===== src/rtl/cvb_pkg.sv =====
// Package: shared defaults and the output source encoding for the
// contrast-voltage burst generator. Assumes nothing about the clock.
package cvb_pkg;
    localparam int CVB_DIV_W = 3;   // default divide-select width
    localparam int CVB_LEN_W = 8;   // default burst-length width

    // Which level the output pin currently follows.
    typedef enum logic [1:0] {
        SRC_LOW   = 2'd0,
        SRC_PULSE = 2'd1,
        SRC_HIGH  = 2'd2
    } cvb_src_e;
endpackage


===== src/rtl/cvb_prescaler.sv =====
// Module: cvb_prescaler
// Produces a one-cycle tick every 2^div_sel cycles while run is high.
// Assumes div_sel is held stable for as long as run is high (the caller
// latches it at burst start). restart or a low run clears the count.
module cvb_prescaler #(
    parameter int DIV_W = cvb_pkg::CVB_DIV_W
) (
    input  logic             clk,
    input  logic             rst_n,
    input  logic             restart,
    input  logic             run,
    input  logic [DIV_W-1:0] div_sel,
    output logic             tick
);
    localparam int MAX_SHIFT = (1 << DIV_W) - 1;
    localparam int CNT_W     = (MAX_SHIFT > 0) ? MAX_SHIFT : 1;

    logic [CNT_W-1:0] cnt_q;
    logic [CNT_W-1:0] limit;

    // Terminal count for the selected half period (wraps to all ones at the top select).
    always_comb begin
        limit = (CNT_W'(1) << div_sel) - CNT_W'(1);
    end

    // Tick on the last cycle of each half period.
    always_comb begin
        tick = run && (cnt_q == limit);
    end

    // Half-period cycle counter.
    always_ff @(posedge clk) begin
        if (!rst_n) begin
            cnt_q <= '0;
        end else if (restart || !run || tick) begin
            cnt_q <= '0;
        end else begin
            cnt_q <= cnt_q + CNT_W'(1);
        end
    end

    // the counter never passes the terminal count of the half period.
    p_count_bounded_r1: assert property (@(posedge clk) disable iff (!rst_n)
        run |-> (cnt_q <= limit));
endmodule


===== src/rtl/cvb_burst_fsm.sv =====
// Module: cvb_burst_fsm
// Accepts a start request when idle and enabled with a nonzero length.
// It latches the divide select and the length, then toggles the pulse
// level on every prescaler tick. Status is cleared on the falling edge of
// the last pulse. A low enable aborts a burst at once.
module cvb_burst_fsm #(
    parameter int DIV_W = cvb_pkg::CVB_DIV_W,
    parameter int LEN_W = cvb_pkg::CVB_LEN_W
) (
    input  logic             clk,
    input  logic             rst_n,
    input  logic             enable,
    input  logic             start,
    input  logic [DIV_W-1:0] div_in,
    input  logic [LEN_W-1:0] len_in,
    input  logic             tick,
    output logic             restart,
    output logic             busy,
    output logic             pulse,
    output logic [DIV_W-1:0] div_lat
);
    logic             busy_q;
    logic             pulse_q;
    logic [LEN_W-1:0] rem_q;
    logic [DIV_W-1:0] div_q;
    logic             accept;

    // A request is taken only from idle, while enabled, with pulses to send.
    always_comb begin
        accept = !busy_q && enable && start && (len_in != '0);
    end

    // Burst state: pulse level, pulses left and the captured divide select.
    always_ff @(posedge clk) begin
        if (!rst_n) begin
            busy_q  <= 1'b0;
            pulse_q <= 1'b0;
            rem_q   <= '0;
            div_q   <= '0;
        end else if (!enable) begin
            busy_q  <= 1'b0;
            pulse_q <= 1'b0;
        end else if (accept) begin
            busy_q  <= 1'b1;
            pulse_q <= 1'b1;
            rem_q   <= len_in;
            div_q   <= div_in;
        end else if (busy_q && tick) begin
            if (pulse_q) begin
                pulse_q <= 1'b0;
                if (rem_q == LEN_W'(1)) begin
                    busy_q <= 1'b0;
                end else begin
                    rem_q <= rem_q - LEN_W'(1);
                end
            end else begin
                pulse_q <= 1'b1;
            end
        end
    end

    assign restart = accept;
    assign busy    = busy_q;
    assign pulse   = pulse_q;
    assign div_lat = div_q;

    // the pulse level is high only inside a burst.
    p_pulse_only_in_burst_r2: assert property (@(posedge clk) disable iff (!rst_n)
        pulse_q |-> busy_q);

    // status falls together with the last pulse, unless the burst was aborted.
    p_status_with_last_fall_r3: assert property (@(posedge clk) disable iff (!rst_n)
        $fell(busy_q) |-> ($fell(pulse_q) || !$past(enable)));

    // a running burst keeps its captured length and divide select.
    p_busy_ignores_start_r5: assert property (@(posedge clk) disable iff (!rst_n)
        (busy_q && enable && !tick) |=> ($stable(rem_q) && $stable(div_q)));

    // a low enable leaves the block idle with the pulse level low.
    p_disable_aborts_r6: assert property (@(posedge clk) disable iff (!rst_n)
        !enable |=> (!busy_q && !pulse_q));

    // a zero burst length never starts a burst.
    p_zero_len_ignored_r7: assert property (@(posedge clk) disable iff (!rst_n)
        (!busy_q && (len_in == '0)) |=> !busy_q);
endmodule


===== src/rtl/cvb_out_mux.sv =====
// Module: cvb_out_mux
// Chooses the pin level: forced high, the pulse level when enabled, or
// low. Purely combinational, so overrides act in the same cycle.
module cvb_out_mux (
    input  logic force_high,
    input  logic enable,
    input  logic pulse,
    output logic pin
);
    import cvb_pkg::*;

    cvb_src_e src;

    // Priority: force-high, then enabled pulse, otherwise low.
    always_comb begin
        if (force_high) begin
            src = SRC_HIGH;
        end else if (enable) begin
            src = SRC_PULSE;
        end else begin
            src = SRC_LOW;
        end
    end

    // Map the selected source to a level.
    always_comb begin
        unique case (src)
            SRC_HIGH:  pin = 1'b1;
            SRC_PULSE: pin = pulse;
            default:   pin = 1'b0;
        endcase
    end
endmodule


===== src/rtl/cv_burst_gen.sv =====
// Module: cv_burst_gen (top)
// Contrast-voltage pulse burst generator: the prescaler, the burst
// sequencer and the output selector. Assumes start is a one-cycle request
// and that reset is synchronous and active low.
module cv_burst_gen #(
    parameter int DIV_W = cvb_pkg::CVB_DIV_W,
    parameter int LEN_W = cvb_pkg::CVB_LEN_W
) (
    input  logic             clk,
    input  logic             rst_n,
    input  logic             enable,
    input  logic             force_high,
    input  logic             start,
    input  logic [DIV_W-1:0] div_sel,
    input  logic [LEN_W-1:0] burst_len,
    output logic             cv_out,
    output logic             burst_busy
);
    logic             tick;
    logic             restart;
    logic             busy;
    logic             pulse;
    logic [DIV_W-1:0] div_lat;

    cvb_prescaler #(.DIV_W(DIV_W)) u_presc (
        .clk     (clk),
        .rst_n   (rst_n),
        .restart (restart),
        .run     (busy),
        .div_sel (div_lat),
        .tick    (tick)
    );

    cvb_burst_fsm #(.DIV_W(DIV_W), .LEN_W(LEN_W)) u_fsm (
        .clk     (clk),
        .rst_n   (rst_n),
        .enable  (enable),
        .start   (start),
        .div_in  (div_sel),
        .len_in  (burst_len),
        .tick    (tick),
        .restart (restart),
        .busy    (busy),
        .pulse   (pulse),
        .div_lat (div_lat)
    );

    cvb_out_mux u_mux (
        .force_high (force_high),
        .enable     (enable),
        .pulse      (pulse),
        .pin        (cv_out)
    );

    assign burst_busy = busy;

    // a forced pin is high in the same cycle.
    p_force_wins_r4: assert property (@(posedge clk) disable iff (!rst_n)
        force_high |-> cv_out);

    // the cycle after a reset edge is idle and low.
    p_reset_idle_r8: assert property (@(posedge clk)
        !rst_n |=> (!burst_busy && (cv_out == force_high)));
endmodule


===== config.mk =====
export PLATFORM = sky130hd
export DESIGN_NAME = cv_burst_gen
export DESIGN_NICKNAME = d
export VERILOG_FILES = /design/src/rtl/cvb_pkg.sv /design/src/rtl/cvb_prescaler.sv /design/src/rtl/cvb_burst_fsm.sv /design/src/rtl/cvb_out_mux.sv /design/src/rtl/cv_burst_gen.sv
export SDC_FILE = /design/constraint.sdc
export NUM_CORES = 1
export LEC_CHECK = 0
export BUFFER_PORTS_ARGS = -buffer_cell sky130_fd_sc_hd__clkbuf_2
export CAP_MARGIN = 5
export CORE_MARGIN = 2
export CORE_UTILIZATION = 61
export CTS_BUF_LIST = sky130_fd_sc_hd__clkbuf_4 sky130_fd_sc_hd__clkbuf_8
export CTS_CLUSTER_SIZE = 40
export DETAILED_ROUTE_END_ITERATION = 8
export GPL_TIMING_DRIVEN = 0
export PLACE_DENSITY = 0.84
export SLEW_MARGIN = 20
export SYNTH_ARGS = -nofsm -noshare
export SYNTH_HDL_FRONTEND = slang
export SYNTH_SLANG_ARGS = --single-unit

===== constraint.sdc =====
create_clock -name clk -period 9.7 [get_ports clk]
set_clock_uncertainty 0.15 [all_clocks]
set_input_delay 1.455 -clock clk [delete_from_list [all_inputs] [get_ports clk]]
set_output_delay 1.455 -clock clk [all_outputs]
set_load 0.01 [all_outputs]

Word-level counts from Yosys, hierarchy flattened
Cells that the tools add are included.
{"block": "classes", "add_sub_neg": 3, "eq_ne": 5, "shifts": 1, "muxes": 14, "bitwise": 1, "reduce_logical": 17}
{"operator": "8-bit two-way mux", "n": 4}
{"operator": "8-bit by 1-bit equality test with 1-bit output (second input constant)", "n": 1}
{"operator": "1-bit two-way mux", "n": 8}
{"operator": "8-bit nonzero test", "n": 1}
{"operator": "8-bit by 1-bit subtractor with 8-bit output (second input constant)", "n": 1}
{"operator": "7-bit by 1-bit adder with 7-bit output (second input constant)", "n": 1}
{"operator": "7-bit equality test", "n": 1}
{"operator": "1-bit by 3-bit left shift with 7-bit output (first input constant)", "n": 1}
{"operator": "7-bit by 2-bit subtractor with 7-bit output (second input constant)", "n": 1}
{"operator": "2-bit nonzero test", "n": 3}
{"operator": "1-bit logical AND", "n": 5}
{"operator": "2-bit AND reduction", "n": 2}
{"operator": "4-bit AND reduction", "n": 1}
{"operator": "3-bit AND reduction", "n": 1}
{"operator": "2-bit by 1-bit equality test with 1-bit output (second input constant)", "n": 1}
{"operator": "2-bit equality test (second input constant)", "n": 1}
{"operator": "1-bit logical OR", "n": 2}
{"operator": "2-bit two-way mux", "n": 1}
{"operator": "2-bit inequality test (second input constant)", "n": 1}
{"operator": "1-bit case mux with 2 select lines", "n": 1}
{"operator": "2-bit OR reduction", "n": 1}
{"operator": "1-bit zero test", "n": 1}
{"operator": "1-bit NOT", "n": 1}
{"block": "word_totals", "reg_bits": 20, "inputBits": 16, "output_inout_bits": 2}

Logic depth before layout (Yosys ltp)
{"block": "logic_depth", "ltp_word": 7, "mapped_depth": 11}

Modules after synthesis
Synthesis repeated with hierarchy kept, for this count alone.
{"block": "hier_totals", "cells_unflattened": 133, "hier_area_um2": 1181.1}
{"module": "cvb_burst_fsm", "n_inst": 1, "cells_per_inst": 80, "area_per_inst_um2": 691.9, "seq_area_each_um2": 260.2}
{"module": "cvb_prescaler", "n_inst": 1, "cells_per_inst": 52, "area_per_inst_um2": 481.7, "seq_area_each_um2": 140.1}
{"module": "cvb_out_mux", "n_inst": 1, "cells_per_inst": 1, "area_per_inst_um2": 7.5, "seq_area_each_um2": 0.0}

Worst setup path before layout
OpenSTA, ideal clock, no wires.
{"block": "synth_timing", "kind": "input to output", "startpoint": "input enable", "endpoint": "output cv_out", "arrival_ps": 1669, "slack_ps": 6426, "cell_stages": 2, "path_buffers": 0, "cell_sequence": "nand2_1 -> nand2b_1"}
{"block": "synth_between", "elab_chain_len": 4}
{"element": "start, declared", "line": "cv_burst_gen.sv:11", "rtl": "input logic enable,"}
{"element": "1-bit two-way mux (*)", "line": "cvb_out_mux.sv:18", "rtl": "end else if (enable) begin"}
{"element": "2-bit two-way mux (*)", "line": "cvb_out_mux.sv:16", "rtl": "if (force_high) begin"}
{"element": "2-bit by 1-bit equality test with 1-bit output or 2-bit equality test (tied branches)", "line": "cvb_out_mux.sv:27", "rtl": "unique case (src)"}
{"element": "1-bit case mux with 2 select lines (*)", "line": "cvb_out_mux.sv:27"}
{"element": "end, declared", "line": "cv_burst_gen.sv:16", "rtl": "output logic cv_out,"}
Every way passes the cells marked *; elsewhere a longest branch is shown, timed or not.

Final worst setup path
Same ends and word-level chain as after synthesis.

==> impl_metrics.toml <==
[outcome]
outcome = "finished clean"

[floorplan]
die_h_um = 49.2
die_w_um = 49.2
start_util_pct = 64.0
fp.coreArea_um2 = 1940
dieArea_um2 = 2420
rows = 16
ios = 18

[layout]
n_fill_cell = 166
post-route-util_pct = 72.0
diodes = 0
final_nets = 194
drive_gt1_share_pct = 17.9
syn2layout_area_growth_pct = 12.5

[grt]
grt_max_degree = 12
grt_usage_pct = 25.0
globalRouteOverflowTotal = 0
antenna_found_initial = 0
grt_pass1_vias = 1141
grt_pass1_wl_um = 4820

[critical_path]
max_stage_delay_ns = 0.13
regToRegSetupSlack_ns = 6.38
critPathSlowestCell = "clkbuf_2"
path_class = "in2out"
cp_data_arrival_time_ns = 1.94
reg2reg_depth = 10
timing.rr.end = "u_fsm.rem_q[1]$_SDFFE_PN0P_"
crit_top_cell = "clkbuf_2"
critPathCaptureType = "output port"
critPathMaxFanout = 6
r2r_start = "u_fsm.div_lat[2]$_SDFFE_PN0P_"
worstPathCellList = "clkbuf_2, nand2_1, nand2b_1, clkbuf_2"
crit_required_ns = 8.10
start_kind = "input pin"

[route]
vias = 1224
wl_per_cell_um = 14.4
routed_wl_um = 2880
viasPerCell = 6.12
drt_iter0_drc = 67
drc = 0
antenna_left = 0
dr.pass1.iters = 4

[clock_tree]
clock-sinks = 20
ctsHoldBuffers = 0
cts-root-buf = "clkbuf_4"
cts-resized-gates = 0
cts_buffers = 3
htree_levels = 1
postCtsSetupRepairBufs = 0
clock_latency_ns = 0.31
clkTransAtPathRegs_ns = 0.11
clk_path_buf_depth = 2
cts_tree = "built"

[pwr]
cellLeakagePower_uw = 0.000510
power_density_nw_per_um2 = 121
peakVddDrop_mv = 0.104
total_power_uw = 169

[logic_synthesis]
ys.flop_type = "dfxtp_1"
synth.top_cells.by_count = "dfxtp_1, nand2_1, nand3_1"
synth_top_cell_by_area = "dfxtp_1"
async_reset_ff_share_pct = 0
yosysMostFrequentCell = "dfxtp_1"
ys_seq_elements = 20
synthCells = 152
yosys-top-cells-area = "dfxtp_1, nand3_1, xnor2_1"
syn_avg_cell_area_um2 = 8.18
synth_nets = 172
synth_edf_count = 0
ys_warn_count = 0
synth.distinct_cells = 40
netlist.area_leader.share_pct = 32.2
synth_seq_area_share_pct = 32.2
syn_area_um2 = 1240

[job]
maxCapViolations = 0

[min_path]
min_to = "u_presc.cnt_q[0]$_SDFF_PP0_"
worstHoldStart = "u_presc.cnt_q[0]$_SDFF_PP0_"
hold_class = "reg2reg"
whs_path_depth = 1

[sta]
maxSlewHeadroom_pct = 45.4
slew_viol_final = 0
fmax_ghz = 0.282
tns_ns = 0
tightest_slew_ns = 0.817
final-setup-viol-count = 0
rsz0062_at_grt = "false"
period_needed_ns = 3.54
hold_violations = 0
period_share_pct = 36.5

[placement]
io_buffers = 17
dpl.hpwl_um = 2170
gp_congestion = 0.839
-- cell families after synthesis --
group	Yosys count	synth area share, %
AND/OR/NAND/NOR	76	33.9
AO/OA/AOI/OAI	24	14.1
flip-flops	20	32.2
XOR/XNOR	13	9.15
buffers and inverters	13	4.93
adder cells (fa/ha/maj)	4	4.02
multiplexers	2	1.71
-- layout by cell type (no fill, tap or decap), drive strengths merged, types with 4 or more instances in the layout --
cell    Yosys  final
clkbuf      6     27
nand3      16     16
o21ai       8      8
inv         4      4
nor2       13     13
or4         6      6
xnor2       8      8
xor2        5      5
or3         6      6
nand4       4      4
dfxtp      20     20
ha          4      4
nand2      15     15
-- critical path: cells and delay by family --
family                 cells  cell delay [ns]
buffers and inverters      2             0.25
AND/OR/NAND/NOR            2             0.23
-- worst max-delay path by stage --
| stage | start | to | depth (start not counted) |
|---|---|---|---|
| after global placement | enable | cv_out | 4 |
| after CTS | enable | cv_out | 4 |
| final | enable | cv_out | 4 |
| after global routing | enable | cv_out | 4 |
| after detailed placement | enable | cv_out | 4 |
| after floorplan | enable | cv_out | 2 |
-- per-stage QoR --
step	instances	instance area [µm²]	setup slack, ns	hold slack, ns
finish	200	1400	6.16	0.365
global placement	196	1360	6.17	0.314
CTS	200	1400	6.16	0.351
floorplan	152	1240	6.43	0.291
global route	200	1400	6.07	0.389
detailed placement	196	1360	6.16	0.324
-- state kept, by name, indices dropped and copies added (netlist names) --
name,count
u_fsm.rem_q,8
u_fsm.busy,1
u_fsm.pulse,1
u_presc.cnt_q,7
u_fsm.div_lat,3
-- report_power, final --
part | switching (µW) | leakage (µW) | internal (µW)
Sequential | 2.87 | 0.000163 | 85.2
Combinational | 18.3 | 0.000326 | 13.5
Clock | 26.5 | 0.0000210 | 22.9
Total | 47.7 | 0.000510 | 122
-- metal layers --
metal  track usage, %  vias up  share of wire [%]
li1                 -      596                  -
met1             32.2      576                 44
met2             43.9       48                 49
met3             3.68        4                6.9
met4             5.24        0               0.66
met5                0        -                  0
-- final cells by class --
class                           instances  area [µm²]  area share, %
Inverter                                4        15.0           1.07
Buffer                                  9        46.3           3.31
Multi-Input combinational cell        119         782           55.9
Timing Repair Buffer                   17        85.1           6.08
Tap cell                               27        33.8           2.42
Clock buffer                            4        36.3           2.59
Sequential cell                        20         400           28.6
(Power assumes the default switching activity.)
